<file path="src/rtl/addr_filt_pkg.sv">
package addr_filt_pkg;

    parameter int BYTE_W = 8;

    typedef logic [BYTE_W-1:0] byte_t;

    typedef enum logic {
        SEL_NODE = 1'b0,
        SEL_MASK = 1'b1
    } reg_sel_e;

    typedef struct packed {
        byte_t node;
        byte_t mask;
    } filt_cfg_t;

    typedef struct packed {
        logic given;
        logic bcast;
    } hit_t;

    function automatic byte_t bcast_pattern(filt_cfg_t c);
        return c.node | c.mask;
    endfunction

endpackage

</file>
<file path="src/rtl/filt_regs.sv">
module filt_regs
    import addr_filt_pkg::*;
(
    input  logic      clk,
    input  logic      rst,
    input  logic      wr,
    input  reg_sel_e  sel,
    input  byte_t     wdata,
    output filt_cfg_t cfg
);

    always_ff @(posedge clk) begin
        if (rst) begin
            cfg <= '0;
        end else if (wr) begin
            case (sel)
                SEL_NODE: cfg.node <= wdata;
                SEL_MASK: cfg.mask <= wdata;
                default:  cfg      <= cfg;
            endcase
        end
    end

endmodule

</file>
<file path="src/rtl/filt_match.sv">
module filt_match
    import addr_filt_pkg::*;
(
    input  filt_cfg_t cfg,
    input  byte_t     rx_byte,
    output hit_t      hit
);

    byte_t bpat;
    byte_t given_miss;
    byte_t bcast_miss;

    assign bpat = bcast_pattern(cfg);

    for (genvar i = 0; i < BYTE_W; i++) begin : g_bit
        assign given_miss[i] = cfg.mask[i] & (rx_byte[i] ^ cfg.node[i]);
        assign bcast_miss[i] = bpat[i] & ~rx_byte[i];
    end

    always_comb begin
        hit.given = ~|given_miss;
        hit.bcast = ~|bcast_miss;
    end

endmodule

</file>
<file path="src/rtl/filt_gate.sv">
module filt_gate
    import addr_filt_pkg::*;
(
    input  hit_t hit,
    input  logic bit9,
    input  logic done,
    input  logic mp_en,
    output logic any_hit,
    output logic flag_set
);

    always_comb begin
        any_hit  = hit.given | hit.bcast;
        flag_set = done & (~mp_en | (bit9 & any_hit));
    end

endmodule

</file>
<file path="src/rtl/uart_addr_filter.sv">
module uart_addr_filter
    import addr_filt_pkg::*;
(
    input  logic              clk,
    input  logic              rst,
    input  logic              reg_wr,
    input  logic              reg_sel,
    input  logic [BYTE_W-1:0] reg_wdata,
    input  logic [BYTE_W-1:0] rx_byte,
    input  logic              rx_bit9,
    input  logic              rx_done,
    input  logic              mp_en,
    output logic              addr_hit,
    output logic              rx_flag_set
);

    filt_cfg_t cfg;
    hit_t      hit;

    filt_regs u_regs (
        .clk   (clk),
        .rst   (rst),
        .wr    (reg_wr),
        .sel   (reg_sel_e'(reg_sel)),
        .wdata (reg_wdata),
        .cfg   (cfg)
    );

    filt_match u_match (
        .cfg     (cfg),
        .rx_byte (rx_byte),
        .hit     (hit)
    );

    filt_gate u_gate (
        .hit      (hit),
        .bit9     (rx_bit9),
        .done     (rx_done),
        .mp_en    (mp_en),
        .any_hit  (addr_hit),
        .flag_set (rx_flag_set)
    );

endmodule

</file>
<file path="config.mk">
export PLATFORM = sky130hd
export DESIGN_NAME = uart_addr_filter
export DESIGN_NICKNAME = d
export VERILOG_FILES = /design/src/rtl/addr_filt_pkg.sv /design/src/rtl/filt_regs.sv /design/src/rtl/filt_match.sv /design/src/rtl/filt_gate.sv /design/src/rtl/uart_addr_filter.sv
export SDC_FILE = /design/constraint.sdc
export NUM_CORES = 1
export LEC_CHECK = 0
export BUFFER_PORTS_ARGS = -buffer_cell sky130_fd_sc_hd__buf_2
export CORE_MARGIN = 5
export CORE_UTILIZATION = 48
export DETAILED_ROUTE_END_ITERATION = 8
export GPL_ROUTABILITY_DRIVEN = 0
export PLACE_DENSITY = 0.76
export SLEW_MARGIN = 20
export SYNTH_ARGS = -nofsm -noshare
export SYNTH_HDL_FRONTEND = slang
export SYNTH_SLANG_ARGS = --single-unit
</file>
<file path="constraint.sdc">
create_clock -name clk -period 1.8 [get_ports clk]
set_input_delay 0.45 -clock clk [delete_from_list [all_inputs] [get_ports clk]]
set_output_delay 0.45 -clock clk [all_outputs]
set_load 0.05 [all_outputs]
</file>
### Word level (Yosys, flattened, before mapping)

Index checks and enable logic that the tools add are counted.

| word-level totals | value |
|---|---|
| output and inout bits | 2 |
| bits in registers | 16 |

| operators by class | value |
|---|---|
| bitwise logic cells | 39 |
| reduce and logical (&&, ||, !) cells | 6 |

Operators with widths:

| cell | count |
|---|---|
| bitwise AND 1 bit | 18 |
| OR reduction 8 bit | 2 |
| NOT 1 bit | 10 |
| OR 8 bit | 1 |
| XOR 1 bit | 8 |
| AND reduction 2 bit | 2 |
| logical NOT 1 bit | 2 |
| OR 1 bit | 2 |

### Logic depth before layout (Yosys ltp)

Gate-level depths: netlist of the first run.

| depth | value |
|---|---|
| depth in word-level cells | 8 |
| gate-level depth with buffers | 5 |

### Hierarchy

Synthesis of the first run repeated with hierarchy kept, for this count alone.

| second synthesis, totals | value |
|---|---|
| cell total of the unflattened synthesis | 92 |
| area, all modules | 869.6 um^2 |

By module, submodules not included:

| module | times used | area an instance (um^2) | cells an instance |
|---|---|---|---|
| filt_regs | 1 | 674.4 | 64 |
| filt_match | 1 | 176.4 | 25 |
| filt_gate | 1 | 18.8 | 3 |

### Worst setup path after synthesis of the first run

No wires, ideal clock.

| timing path | value |
|---|---|
| kind | input to output |
| start | in rx_byte[1] |
| end | out rx_flag_set |
| data required time | 1.350 ns |
| stages | 4 |
| path buffers | 0 |
| slack | -0.577 ns |
| data arrival time | 1.927 ns |
| cells stage by stage | o21bai_1 -> o2111ai_1 -> or3_1 -> a31oi_1 |

| on the way | value |
|---|---|
| cells in the longest elaborated chain, start to end | 8 |
| elaborated cells on any way between the ends | 12 |
| those cells by class | 8 x bitwise; 4 x reduce/logical |

Ends and longest elaborated chain:

| what | line | text |
|---|---|---|
| from (decl) | uart_addr_filter.sv:9 | `input logic [BYTE_W-1:0] rx_byte,` |
| XOR 1 bit or NOT 1 bit (tied branches) | filt_match.sv:16, filt_match.sv:17 |  |
| bitwise AND 1 bit, on equally long branches | filt_match.sv:16, filt_match.sv:17 |  |
| OR reduction 8 bit, on equally long branches | filt_match.sv:21, filt_match.sv:22 |  |
| logical NOT 1 bit, on equally long branches | filt_match.sv:21, filt_match.sv:22 |  |
| OR 1 bit * | filt_gate.sv:13 | `any_hit = hit.given \| hit.bcast;` |
| bitwise AND 1 bit * | filt_gate.sv:14 | `flag_set = done & (~mp_en \| (bit9 & any_hit));` |
| OR 1 bit * | filt_gate.sv:14 |  |
| bitwise AND 1 bit * | filt_gate.sv:14 |  |
| to (decl) | uart_addr_filter.sv:14 | `output logic rx_flag_set` |

Mark *: on every way between the ends. The rest lies on a longest branch, timed or not.

### Final worst setup path of the first run

| timing path | value |
|---|---|
| start | reg, netlist name u_regs.cfg[15] |
| end | out rx_flag_set |

| on the way | value |
|---|---|
| cells in the longest elaborated chain, start to end | 8 |
| elaborated cells on any way between the ends | 12 |
| those cells by class | 8 x bitwise; 4 x reduce/logical |

Ends and longest elaborated chain:

| what | line |
|---|---|
| XOR 1 bit or OR 8 bit (tied branches) | filt_match.sv:16, addr_filt_pkg.sv:23 |
| bitwise AND 1 bit, on equally long branches | filt_match.sv:16, filt_match.sv:17 |
| OR reduction 8 bit, on equally long branches | filt_match.sv:21, filt_match.sv:22 |
| logical NOT 1 bit, on equally long branches | filt_match.sv:21, filt_match.sv:22 |
| OR 1 bit * | filt_gate.sv:13 |
| bitwise AND 1 bit * | filt_gate.sv:14 |
| OR 1 bit * | filt_gate.sv:14 |
| bitwise AND 1 bit * | filt_gate.sv:14 |

Marked as above.

==> impl_metrics.env, run 1 <==
export IMPL_clockBufferDepth=2
export IMPL_layout_setup_ws_ns=-0.2758
export IMPL_hold_start="reg_wdata[3]"
export IMPL_p_leak_nw=0.5114
export IMPL_hp_class="in2reg"
export IMPL_slowest_delay_ns=0.34
export IMPL_syn_nets=115
export IMPL_crit_path_top_delay_cell="dfxtp_1"
export IMPL_clk_latency_ns=0.29
export IMPL_fin_nets=149
export IMPL_post_route_period_util_pct=115.3
export IMPL_routedWlPerCell_um=14.43
export IMPL_fmax_mhz=481.7
export IMPL_max_flop_register="u_regs.cfg"
export IMPL_combPwrFrac_pct=23.6
export IMPL_cts_hold_buf=0
export IMPL_start_util_pct=51.72
export IMPL_synth_most_common_cell="dfxtp_1"
export IMPL_vias_per_cell=5.440
export IMPL_clock_skew_ns=0
export IMPL_r2r_slack_ns=0.99
export IMPL_num_vias=767
export IMPL_hold_viol_final=0
export IMPL_drive_above_1_share_pct=40.80
export IMPL_end_kind="primary output"
export IMPL_n_antenna_cell=0
export IMPL_synthFlopType="dfxtp_1"
export IMPL_path_cells="xor2_1 > a22oi_1 > nand4_1 > a31oi_4 > buf_6"
export IMPL_antenna_found_initial=0
export IMPL_p_clk_share_pct=28.9
export IMPL_violations="setup timing"
export IMPL_synth_cell_area_um2=788.3
export IMPL_drc=0
export IMPL_synth_enable_flop_cells=0
export IMPL_ys_warn_count=0
export IMPL_yosys_top_cells_area="dfxtp_1, mux2i_1, xor2_1, nor2_1, a21oi_1"
export IMPL_synthArstFlopShare_pct=0
export IMPL_cts_htree_levels=1
export IMPL_r2r_cells=3
export IMPL_cap_viol_max_count=0
export IMPL_switchingPower_w=0.0002297
export IMPL_synthDistinctLibCells=21
export IMPL_yosys_area_top_type="dfxtp_1"
export IMPL_synthCells=92
export IMPL_drtAntennaViolNets=0
export IMPL_holdWs_ns=0.4068
export IMPL_first_pass_iters=4
export IMPL_relSlewSlack_pct=75.27
export IMPL_synth_top_area_share_pct=40.63
export IMPL_die_area_um2=2553
export IMPL_p_int_w=0.0005863
export IMPL_seq_area_frac_synth_pct=40.63
export IMPL_setup_viol=2
export IMPL_slew_viol_final=0
export IMPL_start_kind="register"
export IMPL_grt_pass1_wl_um=3305
export IMPL_grt_usage_pct=17.04
export IMPL_io_buffer_count=24
export IMPL_die_width_um=50.53
export IMPL_p_sw_share_pct=28.15
export IMPL_hold_path_depth=3
export IMPL_fp_coreArea_um2=1524
export IMPL_crit_type="reg2out"
export IMPL_cts_made_buffers=3
export IMPL_rsz0062_at_grt="yes"
export IMPL_cts_tree="built"
export IMPL_io_pins=25
export IMPL_p_seq_share_pct=47.4
export IMPL_hold_end="u_regs.cfg[11]"
export IMPL_arrival_ns=1.63
export IMPL_status="complete, but fails checks"
export IMPL_grt_pass1_vias=751
export IMPL_cp_max_fo=3
export IMPL_tightestPinTransition_ns=0.3670
export IMPL_area_growth_pct=36.35
export IMPL_ir_drop_v=0.0008003
export IMPL_largestRegisters="u_regs.cfg: 16 flops"
export IMPL_gr_total_overflow=0
export IMPL_dp_worst_setup_slack_ns=-0.3127
export IMPL_worstPathRequired_ns=1.35
export IMPL_drtIter0Drc=11
export IMPL_core_rowCount=14
export IMPL_grt_max_degree=17
export IMPL_root_buffer="clkbuf_4"
export IMPL_hpwl_um=1514
export IMPL_setup_tns_ns=-0.4749
export IMPL_power_density_nw_per_um2=759.3
export IMPL_chipHeight_um=50.53
export IMPL_syn_avg_cell_area_um2=8.568
export IMPL_cts_sinks=16
export IMPL_ys_ff_latch=16
export IMPL_largest_register_ffs=16
export IMPL_clk_transition_reported_paths_ns=0.09
export IMPL_r2r_end="u_regs.cfg[4]"
export IMPL_routed_wl_um=2034
export IMPL_synthTopCellsByCount="dfxtp_1, nor2_1, nand2_1"
export IMPL_finalCriticalPeriod_ns=2.076
export IMPL_reg2reg_from="u_regs.cfg[4]"
[metrics by stage]
stage | cells | area [um^2] | power [W] | util, %
final | 141 | 1075 | 0.0008160 | 70.53
after global routing | 141 | 1075 | 0.0008639 | 70.53
after CTS | 141 | 1056 | 0.0008134 | 69.29
after detailed placement | 137 | 996.0 | 0.0005680 | 65.35
after global placement | 137 | 996.0 | 0.0005609 | 65.35
after floorplan | 92 | 803.3 | 0.0004996 | -
[logic make-up (layout without fill, tap and decap cells)]
group,Yosys count,after routing,share of synthesized area [%]
AND/OR/NAND/NOR,34,34,18.42
AO/OA/AOI/OAI,20,20,18.57
XOR/XNOR,8,8,8.889
multiplexers,8,8,10.16
buffers and inverters,6,39,3.333
flip-flops,16,16,40.64
[placed cells by master, fill, tap and decap left out]
cell       count
nor2_2         2
o2111ai_2      1
buf_6          2
nand4_1        1
o21bai_2       1
dfxtp_1       11
nand2b_1       1
nand3_1        8
dfxtp_2        5
xor2_1         8
o21ai_0        1
o21bai_1       1
a22oi_1        4
inv_1          1
nor2_1        11
o21bai_4       1
buf_2         22
nand2_1       10
o22ai_4        1
clkbuf_4       3
o22ai_1        1
a21oi_1        8
or3_4          1
clkbuf_8       1
buf_4         10
mux2i_1        8
a31oi_4        1
[worst max-delay path by stage]
stage	startpoint	end	slack [ns]	depth (start not counted)
2_1_floorplan	rx_byte[1]	addr_hit	-0.08	4
3_3_place_gp	rx_byte[1]	rx_flag_set	-0.29	6
3_5_place_dp	rx_byte[1]	rx_flag_set	-0.31	6
4_1_cts	u_regs.cfg[9]	rx_flag_set	-0.28	5
5_1_grt	u_regs.cfg[14]	rx_flag_set	-0.34	5
6_report	u_regs.cfg[15]	rx_flag_set	-0.28	5
[what timing repair did]
action	4_1_cts	5_1_grt
gates cloned	0	0
resized for setup	8	6
pin swaps	5	4
buffers inserted	0	0
setup endpoints to repair	2	2
hold endpoints to repair	0	0
[power groups by stage]
stage / sequential (W) / clock, W / combinational (W)
detailed placement: 0.000393 / 0 / 0.000175
finish: 0.000387 / 0.000236 / 0.000193
global route: 0.000390 / 0.000265 / 0.000209
CTS: 0.000385 / 0.000239 / 0.000189
floorplan: 0.000390 / 0 / 0.000109
global placement: 0.000391 / 0 / 0.000170
[per-layer routing]
metal,up-vias,wire length [um],GRT usage (%)
met3,4,123,2.367
met5,-,0,0
met4,0,48,10.21
met1,353,884,20.86
li1,387,-,-
met2,23,977,27.89
[final cells by class]
class / instances / area (um^2)
flip-flops and latches: 16 / 326.6
multi-input cells: 70 / 480.5
inverters: 1 / 3.754
clock buffers: 4 / 36.28
repair buffers: 34 / 207.7
well taps: 16 / 20.02
fillers: 131 / 449.2
[worst max-delay path: cells and delay by family, from the launching register on]
kind | cells | cell delay [ns]
AOI/OAI and AO/OA | 2 | 0.43
xor gates and xnor gates | 1 | 0.17
buffers and inverters | 1 | 0.18
DFF | 1 | 0.34
and+or+nand+nor | 1 | 0.22
Note: power is estimated with default switching activity, not from simulation.
==> run 2: changes to the inputs <==
--- a/config.mk
+++ b/config.mk
@@ -7,8 +7,9 @@
 export LEC_CHECK = 0
-export BUFFER_PORTS_ARGS = -buffer_cell sky130_fd_sc_hd__buf_2
+export ABC_CLOCK_PERIOD_IN_PS = 1800
 export CORE_MARGIN = 5
-export CORE_UTILIZATION = 48
+export CORE_UTILIZATION = 55
 export DETAILED_ROUTE_END_ITERATION = 8
+export DONT_BUFFER_PORTS = 1
 export GPL_ROUTABILITY_DRIVEN = 0
-export PLACE_DENSITY = 0.76
+export PLACE_DENSITY = 0.7
 export SLEW_MARGIN = 20
==> constraint.sdc (replaced) <==
create_clock -name clk -period 1.8 [get_ports clk]
set_input_delay 0.27 -clock clk [delete_from_list [all_inputs] [get_ports clk]]
set_output_delay 0.27 -clock clk [all_outputs]
set_load 0.05 [all_outputs]
==> run 2 against run 1 <==
Net effect: the run still ends with setup timing left; sequential cell count did not move; wire length fell by 18%; critical path depth did not move; hold slack got worse by 0.38 ns; critical path type unchanged; largest power group unchanged; highest routed layer unchanged.
==> impl_metrics.env, run 2 (synthesis results as in run 1) <==
export IMPL_status="complete, but fails checks"
export IMPL_violations="setup timing"
export IMPL_crit_type="reg2out"
export IMPL_end_kind="primary output"
export IMPL_critPathBufInv=1
export IMPL_rsz0062_at_grt="yes"
export IMPL_fin_util_pct=66.89
export IMPL_dp_worst_setup_slack_ns=0.1237
export IMPL_hp_class="in2reg"
export IMPL_relSlewSlack_pct=63.66
export IMPL_hold_viol_final=0
export IMPL_num_vias=643
export IMPL_cap_viol_max_count=0
export IMPL_final_common_cell="dfxtp_1"
export IMPL_io_buffer_count=0
export IMPL_holdWs_ns=0.03129
export IMPL_drive_above_1_share_pct=18.28
export IMPL_cts_htree_levels=1
export IMPL_instances_no_fill=108
export IMPL_slowest_delay_ns=0.36
export IMPL_area_growth_pct=13.17
export IMPL_fmax_mhz=540.7
export IMPL_io_pins=25
export IMPL_crit_path_top_delay_cell="or3_4"
export IMPL_chipHeight_um=47.86
export IMPL_cts_sinks=16
export IMPL_root_buffer="clkbuf_4"
export IMPL_antenna_found_initial=0
export IMPL_grt_usage_pct=17.15
export IMPL_cts_tree="built"
export IMPL_slew_viol_final=0
export IMPL_cts_made_buffers=3
export IMPL_fin_nets=117
export IMPL_first_pass_iters=4
export IMPL_cp_max_fo=3
export IMPL_clk_latency_ns=0.29
export IMPL_largestRegisters="u_regs.cfg: 16 flops"
export IMPL_grt_pass1_vias=642
export IMPL_start_util_pct=59.10
export IMPL_ir_drop_v=0.0005407
export IMPL_arrival_ns=1.58
export IMPL_layout_setup_ws_ns=-0.04933
export IMPL_vias_per_cell=5.954
export IMPL_clock_skew_ns=0
export IMPL_finalPower_w=0.0007575
export IMPL_max_flop_register="u_regs.cfg"
export IMPL_grt_max_degree=17
export IMPL_die_width_um=47.86
export IMPL_tightestPinTransition_ns=0.5451
export IMPL_power_density_nw_per_um2=849.1
export IMPL_routed_wl_um=1660
export IMPL_start_kind="register"
export IMPL_routedWlPerCell_um=15.37
export IMPL_gr_total_overflow=0
export IMPL_drtIter0Drc=15
export IMPL_n_antenna_cell=0
export IMPL_fp_coreArea_um2=1334
export IMPL_dp_cells=104
export IMPL_setup_viol=1
export IMPL_postCtsSetupBuffers=0
export IMPL_largest_register_ffs=16
export IMPL_cpLargestDelayFamily="compound AO/OA/AOI/OAI gates"
export IMPL_p_leak_nw=0.3757
export IMPL_drc=0
export IMPL_layout_common_cells="dfxtp_1, nor2_1, nand2_1"
export IMPL_grt_pass1_wl_um=2739
export IMPL_clockBufferDepth=2
export IMPL_finalCriticalPeriod_ns=1.849
export IMPL_clk_transition_reported_paths_ns=0.09
export IMPL_core_rowCount=13
export IMPL_path_cells="o21bai_1 > o2111ai_1 > or3_4 > a31oi_4 > buf_12"
export IMPL_worstPathRequired_ns=1.53
export IMPL_drtAntennaViolNets=0
export IMPL_post_route_period_util_pct=102.7
export IMPL_die_area_um2=2290
export IMPL_hpwl_um=1273
export IMPL_cts_hold_buf=0
## run 2: cell count changes in the layout (fill, tap and decap cells not counted), moves of 2 or more
cell / previous run / this run
buf_2: 22 / 0
nor2_2: 2 / 0
nor2_4: 0 / 2
buf_4: 10 / 0
## run 2: final cells by class
cell class,instances,area [um^2]
clock buffers,4,36.28
inverters,1,3.754
fillers,113,441.7
repair buffers,2,31.28
multi-input cells,70,476.7
flip-flops and latches,16,325.3
well taps,15,18.77
## run 2: per-stage QoR
stage / area (um^2) / setup TNS (ns)
after global placement: 818.3 / 0
after CTS: 877.1 / -0.09417
final: 892.1 / -0.04933
after detailed placement: 818.3 / 0
after floorplan: 794.5 / 0
after global routing: 892.1 / -0.2645
## run 2: report_power, final
group	internal, W	switching [W]
clock	0.000123	0.000114
sequential	0.000372	0.0000168
combinational	0.0000652	0.0000668
## run 2: final timing paths
kind / startpoint / end / slack, ns / depth (start not counted)
setup / recovery: u_regs.cfg[9] / rx_flag_set / -0.05 / 5
setup reg to reg: u_regs.cfg[7] / u_regs.cfg[7] / 1.13 / 2
hold / removal: rst / u_regs.cfg[0] / 0.03 / 1
hold reg to reg: u_regs.cfg[1] / u_regs.cfg[1] / 0.47 / 2
## run 2: what timing repair did
item	4_1_cts	5_1_grt
endpoints found under the setup margin	2	2
pin swaps	6	2
resized for setup	8	3
## run 2: metal layers
| layer | global-route usage [%] | wire length (um) | part of all wire (%) | up-vias |
|---|---|---|---|---|
| met1 | 19.91 | 679 | 41 | 290 |
| met4 | 3.226 | 6 | 0.36 | 0 |
| li1 | - | - | - | 320 |
| met2 | 29.29 | 774 | 47 | 31 |
| met5 | 0 | 0 | 0 | - |
| met3 | 7.519 | 199 | 12 | 2 |
==> run 3: changes to the inputs <==
- PLACE_DENSITY: 0.7 -> 0.76
- SETUP_SLACK_MARGIN: unset -> 0.15
==> run 3 against run 2 <==
Net effect: the run still ends with setup timing left; sequential share of layout area up 0.82 points; critical path depth unchanged; die area unchanged; power down 6.6%; count of clock-buffer cells in the layout down 1; global-route usage down 0.20 points; first-iteration DRC count down 20%; largest power group unchanged.
==> impl_metrics.env, run 3 (synthesis results as in run 1) <==
export IMPL_status="complete, but fails checks"
export IMPL_violations="setup timing"
export IMPL_grt_max_degree=17
export IMPL_hp_class="in2reg"
export IMPL_drc=0
export IMPL_core_rowCount=13
export IMPL_clock_skew_ns=0
export IMPL_fp_coreArea_um2=1334
export IMPL_io_pins=25
export IMPL_arrival_ns=1.54
export IMPL_r2r_slack_ns=1.11
export IMPL_fillCellCount=113
export IMPL_regArea_um2=334.1
export IMPL_routed_wl_um=1626
export IMPL_slew_viol_final=0
export IMPL_end_kind="primary output"
export IMPL_cap_viol_max_count=0
export IMPL_crit_type="reg2out"
export IMPL_rsz0062_at_grt="yes"
export IMPL_layout_setup_ws_ns=-0.007349
export IMPL_power_density_nw_per_um2=789.5
export IMPL_antenna_found_initial=0
export IMPL_tightestPinTransition_ns=0.5586
export IMPL_vias_per_cell=6.084
export IMPL_start_util_pct=59.10
export IMPL_die_area_um2=2290
export IMPL_slowest_delay_ns=0.36
export IMPL_stdcell_area_um2=895.9
export IMPL_grt_pass1_wl_um=2684
export IMPL_largestRegisters="u_regs.cfg: 16 flops"
export IMPL_io_buffer_count=0
export IMPL_drive_above_1_share_pct=20.65
export IMPL_placed_area_um2=839.6
export IMPL_chipHeight_um=47.86
export IMPL_num_vias=651
export IMPL_finalCriticalPeriod_ns=1.807
export IMPL_n_antenna_cell=0
export IMPL_largest_register_ffs=16
export IMPL_ir_drop_v=0.0005485
export IMPL_path_cells="o21bai_2 > o2111ai_1 > or3_4 > a31oi_4 > buf_12"
export IMPL_clk_transition_reported_paths_ns=0.09
export IMPL_layout_common_cells="nor2_1, nand2_1, dfxtp_1"
export IMPL_area_growth_pct=13.65
export IMPL_drtIter0Drc=12
export IMPL_hold_viol_final=0
export IMPL_grt_pass1_vias=621
export IMPL_start_kind="register"
export IMPL_routedWlPerCell_um=15.20
export IMPL_p_leak_nw=0.3732
export IMPL_root_buffer="clkbuf_4"
export IMPL_relSlewSlack_pct=62.76
export IMPL_hpwl_um=1258
export IMPL_clk_latency_ns=0.28
export IMPL_fin_util_pct=67.17
export IMPL_final_common_cell="nor2_1"
export IMPL_die_width_um=47.86
export IMPL_crit_path_top_delay_cell="or3_4"
export IMPL_post_route_period_util_pct=100.4
export IMPL_cp_max_fo=3
export IMPL_max_flop_register="u_regs.cfg"
export IMPL_cts_made_buffers=3
export IMPL_setup_viol=1
export IMPL_first_pass_iters=4
export IMPL_cts_sinks=16
export IMPL_finalPower_w=0.0007072
export IMPL_cts_tree="built"
export IMPL_fmax_mhz=553.3
export IMPL_drtAntennaViolNets=0
export IMPL_fin_nets=117
export IMPL_grt_usage_pct=16.95
export IMPL_multiInputGateArea_um2=476.7
export IMPL_clockBufferDepth=2
export IMPL_postCtsSetupBuffers=0
export IMPL_worstPathRequired_ns=1.53
export IMPL_holdWs_ns=0.03973
export IMPL_gr_total_overflow=0
export IMPL_cts_htree_levels=1
-- run 3: layout make-up --
cell class,count,share of cell area [%]
multi-input combinational,70,53.21
sequential,16,37.29
timing repair buffer,2,4.469
clock buffer,3,2.514
tap,15,2.095
inverter,1,0.4190
-- run 3: report_power, final --
group / internal (W) / leakage [nW] / switching, W
Clock: 0.0000776 / 0.0138 / 0.000104
Sequential: 0.000371 / 0.134 / 0.0000167
Combinational: 0.0000719 / 0.225 / 0.0000668
-- run 3: path summary, 6_finish.rpt --
check             cells after the start             to     startpoint
setup / recovery                      5    rx_flag_set  u_regs.cfg[4]
hold / removal                        1  u_regs.cfg[1]            rst
setup reg to reg                      2  u_regs.cfg[7]  u_regs.cfg[7]
hold reg to reg                       2  u_regs.cfg[1]  u_regs.cfg[1]
-- run 3: stage by stage --
step	worst slack [ns]	setup TNS (ns)	cells
after floorplan	0.1862	0	92
after global placement	0.1680	0	104
after detailed placement	0.1642	0	104
after CTS	-0.02502	-0.02502	107
after global routing	-0.1150	-0.1713	107
final	-0.007349	-0.007349	107
-- run 3: repair_timing --
action                     CTS  global route
gates resized for setup     13             1
pin swaps                   14             2
setup endpoints to repair    2             2
hold buffers                 0             0
-- run 3: per-layer routing --
metal | up-vias | GRT usage [%] | wire [um]
met1 | 292 | 21.12 | 707
li1 | 323 | - | -
met3 | 5 | 7.519 | 212
met5 | - | 0 | 0
met2 | 31 | 25.59 | 678
met4 | 0 | 6.452 | 28
-- run 3: worst max-delay path: cells and delay by family (launching register included) --
family	cells	cell delay (ns)
flops	1	0.34
compound gates	3	0.41
buf+inv	1	0.15
simple gates	1	0.36
